File: src/rtl/i2c_mem_pkg.sv
package i2c_mem_pkg;

    // fixed upper nibble of the select byte
    localparam logic [3:0] DEV_CODE = 4'b1010;

    typedef enum logic [2:0] {
        ST_IDLE,
        ST_DEV,
        ST_AHI,
        ST_ALO,
        ST_WR,
        ST_RD
    } st_e;

endpackage

File: src/rtl/i2c_mem_linesync.sv
module i2c_mem_linesync #(
    parameter int STAGES = 2
) (
    input  logic clk,
    input  logic rst_n,
    input  logic d_i,
    output logic q_o,
    output logic prev_o
);

    // STAGES flops for metastability, one more to hold the previous value
    logic [STAGES:0] pipe_d, pipe_q;

    always_comb begin
        pipe_d = {pipe_q[STAGES-1:0], d_i};
    end

    always_ff @(posedge clk or negedge rst_n) begin
        if (!rst_n) pipe_q <= '1;
        else        pipe_q <= pipe_d;
    end

    assign q_o    = pipe_q[STAGES-1];
    assign prev_o = pipe_q[STAGES];

endmodule

File: src/rtl/i2c_mem_cond.sv
module i2c_mem_cond (
    input  logic scl_now,
    input  logic scl_prev,
    input  logic sda_now,
    input  logic sda_prev,
    output logic start_o,
    output logic stop_o,
    output logic rise_o,
    output logic fall_o
);

    logic scl_held;

    always_comb begin
        scl_held = scl_now & scl_prev;
        start_o  = scl_held & sda_prev & ~sda_now;
        stop_o   = scl_held & ~sda_prev & sda_now;
        rise_o   = scl_now & ~scl_prev;
        fall_o   = ~scl_now & scl_prev;
    end

endmodule

File: src/rtl/i2c_mem_slave.sv
module i2c_mem_slave
    import i2c_mem_pkg::*;
#(
    parameter  int MEM_BYTES   = 4096,
    parameter  int SYNC_STAGES = 2,
    localparam int ADDR_W      = $clog2(MEM_BYTES)
) (
    input  logic              clk,
    input  logic              rst_n,
    input  logic              scl_i,
    input  logic              sda_i,
    output logic              sda_oe_o,
    input  logic [2:0]        strap_i,
    input  logic              wp_i,
    input  logic              mem_busy_i,
    output logic [ADDR_W-1:0] mem_addr_o,
    output logic [7:0]        mem_wdata_o,
    output logic              mem_we_o,
    input  logic [7:0]        mem_rdata_i
);

    localparam int HI_W = ADDR_W - 8;

    typedef struct packed {
        st_e               st;
        logic [3:0]        cnt;
        logic [7:0]        sh;
        logic              rw;
        logic              mack;
        logic              oe;
        logic              we;
        logic [ADDR_W-1:0] ptr;
    } regs_t;

    regs_t s_d, s_q;

    // index 0 = SCL, index 1 = SDA
    logic [1:0] line_raw, line_now, line_prev;
    logic       start_w, stop_w, rise_w, fall_w;
    logic       sel_ok;

    assign line_raw = {sda_i, scl_i};

    for (genvar g = 0; g < 2; g++) begin : g_sync
        i2c_mem_linesync #(.STAGES(SYNC_STAGES)) u_sync (
            .clk    (clk),
            .rst_n  (rst_n),
            .d_i    (line_raw[g]),
            .q_o    (line_now[g]),
            .prev_o (line_prev[g])
        );
    end

    i2c_mem_cond u_cond (
        .scl_now  (line_now[0]),
        .scl_prev (line_prev[0]),
        .sda_now  (line_now[1]),
        .sda_prev (line_prev[1]),
        .start_o  (start_w),
        .stop_o   (stop_w),
        .rise_o   (rise_w),
        .fall_o   (fall_w)
    );

    assign sel_ok = (s_q.sh[7:4] == DEV_CODE) && (s_q.sh[3:1] == strap_i) && !mem_busy_i;

    always_comb begin
        s_d    = s_q;
        s_d.we = 1'b0;
        if (start_w) begin
            s_d.st  = ST_DEV;
            s_d.cnt = 4'd0;
            s_d.oe  = 1'b0;
        end else if (stop_w) begin
            s_d.st  = ST_IDLE;
            s_d.cnt = 4'd0;
            s_d.oe  = 1'b0;
        end else if (s_q.st != ST_IDLE) begin
            if (rise_w) begin
                if (s_q.cnt < 4'd8) begin
                    if (s_q.st != ST_RD) s_d.sh = {s_q.sh[6:0], line_now[1]};
                    s_d.cnt = s_q.cnt + 4'd1;
                end else if (s_q.cnt == 4'd8) begin
                    s_d.cnt = 4'd9;
                    if (s_q.st == ST_RD) s_d.mack = ~line_now[1];
                end
            end else if (fall_w) begin
                case (s_q.cnt)
                    4'd8: begin
                        // byte complete: decide acknowledge
                        case (s_q.st)
                            ST_DEV: begin
                                if (sel_ok) begin
                                    s_d.oe = 1'b1;
                                    s_d.rw = s_q.sh[0];
                                end else begin
                                    s_d.st = ST_IDLE;
                                end
                            end
                            ST_AHI: begin
                                s_d.oe  = 1'b1;
                                s_d.ptr = {s_q.sh[HI_W-1:0], s_q.ptr[7:0]};
                            end
                            ST_ALO: begin
                                s_d.oe  = 1'b1;
                                s_d.ptr = {s_q.ptr[ADDR_W-1:8], s_q.sh};
                            end
                            ST_WR: begin
                                if (wp_i) begin
                                    s_d.st = ST_IDLE;
                                end else begin
                                    s_d.oe = 1'b1;
                                    s_d.we = 1'b1;
                                end
                            end
                            ST_RD: begin
                                s_d.oe  = 1'b0;
                                s_d.ptr = s_q.ptr + 1'b1;
                            end
                            default: s_d.st = ST_IDLE;
                        endcase
                    end
                    4'd9: begin
                        // end of acknowledge clock
                        s_d.cnt = 4'd0;
                        s_d.oe  = 1'b0;
                        case (s_q.st)
                            ST_DEV: begin
                                if (s_q.rw) begin
                                    s_d.st = ST_RD;
                                    s_d.sh = mem_rdata_i;
                                    s_d.oe = ~mem_rdata_i[7];
                                end else begin
                                    s_d.st = ST_AHI;
                                end
                            end
                            ST_AHI: s_d.st = ST_ALO;
                            ST_ALO: s_d.st = ST_WR;
                            ST_WR:  s_d.ptr = s_q.ptr + 1'b1;
                            ST_RD: begin
                                if (s_q.mack) begin
                                    s_d.sh = mem_rdata_i;
                                    s_d.oe = ~mem_rdata_i[7];
                                end else begin
                                    s_d.st = ST_IDLE;
                                end
                            end
                            default: s_d.st = ST_IDLE;
                        endcase
                    end
                    default: begin
                        if (s_q.st == ST_RD && s_q.cnt != 4'd0) begin
                            s_d.sh = {s_q.sh[6:0], 1'b0};
                            s_d.oe = ~s_q.sh[6];
                        end
                    end
                endcase
            end
        end
    end

    always_ff @(posedge clk or negedge rst_n) begin
        if (!rst_n) begin
            s_q <= '{st: ST_IDLE, cnt: 4'd0, sh: 8'd0, rw: 1'b0, mack: 1'b0,
                     oe: 1'b0, we: 1'b0, ptr: '0};
        end else begin
            s_q <= s_d;
        end
    end

    assign sda_oe_o    = s_q.oe;
    assign mem_we_o    = s_q.we;
    assign mem_addr_o  = s_q.ptr;
    assign mem_wdata_o = s_q.sh;

endmodule

File: config.mk
export PLATFORM = sky130hd
export DESIGN_NAME = i2c_mem_slave
export DESIGN_NICKNAME = d
export VERILOG_FILES = /design/src/rtl/i2c_mem_pkg.sv /design/src/rtl/i2c_mem_linesync.sv /design/src/rtl/i2c_mem_cond.sv /design/src/rtl/i2c_mem_slave.sv
export SDC_FILE = /design/constraint.sdc
export NUM_CORES = 1
export LEC_CHECK = 0
export BUFFER_PORTS_ARGS = -buffer_cell sky130_fd_sc_hd__buf_4
export CORE_MARGIN = 4
export CORE_UTILIZATION = 60
export CTS_CLUSTER_DIAMETER = 150
export DETAILED_ROUTE_END_ITERATION = 7
export GPL_TIMING_DRIVEN = 0
export PLACE_DENSITY_LB_ADDON = 0.3
export REMOVE_ABC_BUFFERS = 1
export SLEW_MARGIN = 20
export SYNTH_ARGS = -nofsm -noshare
export SYNTH_HDL_FRONTEND = slang
export SYNTH_SLANG_ARGS = --single-unit
File: constraint.sdc
create_clock -name clk -period 4 [get_ports clk]
set_input_delay 0.2 -clock clk [delete_from_list [all_inputs] [get_ports clk]]
set_output_delay 0.2 -clock clk [all_outputs]
set_load 0.01 [all_outputs]
==> flow_summary.json <==
{
  "wl_um": 5961,
  "cts_hold_buf": 1,
  "period_needed_ns": 2.523,
  "cp.arrival_ns": 2.70,
  "grt_pass1_wl_um": 9984,
  "grt_pass1_vias": 2068,
  "skew_ns": 0.01369,
  "cts_root_buf": "clkbuf_8",
  "die_area_um2": 5374,
  "num_antenna_cells": 0,
  "seq_area_frac_synth": 0.3648,
  "cp-end-kind": "register",
  "leakage_nw": 1.250,
  "ys_types": 57,
  "post_cts_resized": 0,
  "drt_iter0_markers": 141,
  "relSlewSlack": 0.3544,
  "rows": 23,
  "die_y_um": 73.31,
  "port_buffers": 38,
  "crit_type": "reg2reg",
  "fin_setup_tns_ns": 0,
  "syn-instance-count": 279,
  "wire_per_inst_um": 17.18,
  "max_freq_mhz": 396.4,
  "yosys.area.top_type": "dfrtp_1",
  "synth_area_leaders": "dfrtp_1 30%, dfstp_2 6.2%, buf_4 6.2%",
  "yosysTopAreaCellShare": 0.3032,
  "setup_viol": 0,
  "htree_levels": 2,
  "syn_area_per_cell_um2": 9.171,
  "cts_max_path_buffers": 2,
  "area_growth_pct": 9.878,
  "gp_congestion": 0.9410,
  "vias": 2199,
  "powerDensity_nw_per_um2": 264.4,
  "ff2ff_setup_slack_ns": 1.48,
  "numCtsBuffers": 5,
  "synth_edf_count": 0,
  "cts_tree": "yes",
  "hold_viol": 0,
  "timing.final.ws_setup_ns": 1.477,
  "cts_sinks": 37,
  "rsz0062_at_grt": "no",
  "nets": 320,
  "ys_ff_latch": 37,
  "place_ws_ns": 1.484,
  "final.period_utilization": 0.6307,
  "drv_slew": 0,
  "dr.pass1.iters": 4,
  "cp.required_ns": 4.18,
  "peakVddDrop_mv": 0.2208,
  "drive_above_1_share": 0.2323,
  "drc_errors": 0,
  "hold_path.class": "in2reg",
  "dpl.hpwl_um": 4343,
  "cp-start-kind": "register",
  "overflow": 0,
  "io_pins": 39,
  "async_reset_ff_frac": 1.000,
  "ys_dominant_reg_cell": "dfrtp_1",
  "netlist_area_um2": 2559,
  "outcome": "finished clean",
  "core_area_um2": 4058,
  "worstPathMaxFanout": 8,
  "grt_usage": 0.2367,
  "insertion_delay_ns": 0.29,
  "ant_nets": 0,
  "die_x_um": 73.31,
  "antenna_found_initial": 0,
  "max_cap_violations": 0,
  "start_util": 0.6306,
  "grt_max_degree": 38,
  "vias_per_cell": 6.337,
  "yosys_warnings": 0,
  "max_slew.worst_pin.slew_ns": 0.9648,
  "clkTransAtPathRegs_ns": 0.08,
  "nFillCells": 324,
  "cts_setup_buffers": 0
}
-- cells in the mapped netlist (all sizes together) (3+ instances only) --
cell type and n:
a211oi 3, a21o 3, a21oi 9, a22o 7, a22oi 7, a31oi 4
a32oi 4, and3 5, and3b 4, buf 27, clkbuf 3, dfrtp 31
dfstp 6, ha 7, inv 13, mux2 11, mux2i 3, nand2 18
nand2b 5, nand3 10, nand3b 4, nor2 22, nor3 3, o21ai 26
or4 3, xnor2 3
-- routing by layer --
layer | GRT usage | up-vias | routed length [µm]
li1 | - | 1042 | -
met1 | 0.3208 | 1068 | 2551
met2 | 0.3903 | 78 | 2940
met3 | 0.03967 | 11 | 348
met4 | 0.06841 | 0 | 120
met5 | 0 | - | 0
-- cell usage in the layout, fill, tap and decap left out, drive strengths merged, types with 3 or more instances in the layout --
master,instances
buf,38
ha,7
a32oi,4
nor3,3
dfrtp,31
mux2,11
nand3b,4
a22oi,7
a21o,3
or4,3
nand3,10
nand2,18
and3b,4
a211oi,3
a21oi,9
dfstp,6
nor2,22
nand2b,5
a22o,7
clkbuf,6
a31oi,4
mux2i,3
and3,5
xnor2,3
o21ai,26
inv,13
-- critical path, cell delays in order, from the launching register on --
cell,delay [ns]
dfrtp_1,0.42
inv_1,0.11
ha_1,0.28
and3b_1,0.36
nor2_1,0.14
a2111oi_4,0.69
mux2_2,0.41
-- through the flow --
stage / hold WS, ns / power, W / util / area (µm²) / cells
final: 0.01935 / 0.0007434 / 0.6929 / 2811 / 347
after global routing: 0.01493 / 0.0007732 / 0.6929 / 2811 / 347
after CTS: 0.009159 / 0.0007463 / 0.6904 / 2801 / 346
after detailed placement: 0.1942 / 0.0004716 / 0.6642 / 2695 / 337
after global placement: 0.1943 / 0.0004695 / 0.6642 / 2695 / 337
after floorplan: -0.09559 / 0.0004346 / - / 2347 / 249
-- final cells by class --
type	count	area [µm²]	share of cell area
clock buffer	6	82.58	0.02937
sequential	37	933.4	0.3320
tap	50	62.56	0.02225
multi-input combinational	199	1365	0.4855
timing repair buffer	40	305.3	0.1086
inverter	13	48.80	0.01736
clock inverter	2	13.76	0.004895
-- registers in the layout, summed over array words and instances (netlist names) --
name                  cells
mem_we_o                  1
mem_wdata_o               8
mem_addr_o               12
g_sync.u_sync.pipe_q      6
sda_oe_o                  1
s_q                       9
-- worst paths after layout --
path,from,end,cells after the start
worst max register to register,s_q[25]$_DFFE_PN0P_,mem_wdata_o[2]$_DFFE_PN0P_,6
worst max-delay path,s_q[25]$_DFFE_PN0P_,mem_wdata_o[2]$_DFFE_PN0P_,6
max in group asynchronous,rst_n,g_sync[0].u_sync.pipe_q[1]$_DFF_PN1_,2
min in group asynchronous,rst_n,mem_addr_o[7]$_DFFE_PN0P_,2
worst min-delay path,scl_i,g_sync[0].u_sync.pipe_q[0]$_DFF_PN1_,1
worst min register to register,g_sync[1].u_sync.pipe_q[0]$_DFF_PN1_,g_sync[1].u_sync.pipe_q[1]$_DFF_PN1_,0
-- logic make-up after synthesis --
kind of cell,Yosys count,synth area share
buffers and inverters,43,0.1017
adders and majority gates,7,0.03423
xor gates and xnor gates,5,0.01712
AOI/OAI and AO/OA,82,0.2249
muxes,14,0.06015
DFF,37,0.3648
and+or+nand+nor,91,0.1971
-- power breakdown --
| part | internal, W | total (W) | switching [W] |
|---|---|---|---|
| sequential | 0.000383 | 0.000396 | 0.0000133 |
| combinational | 0.0000319 | 0.0000696 | 0.0000377 |
| clock | 0.000140 | 0.000277 | 0.000138 |
| total | 0.000555 | 0.000743 | 0.000189 |
Power figures use the tool's default switching activity.
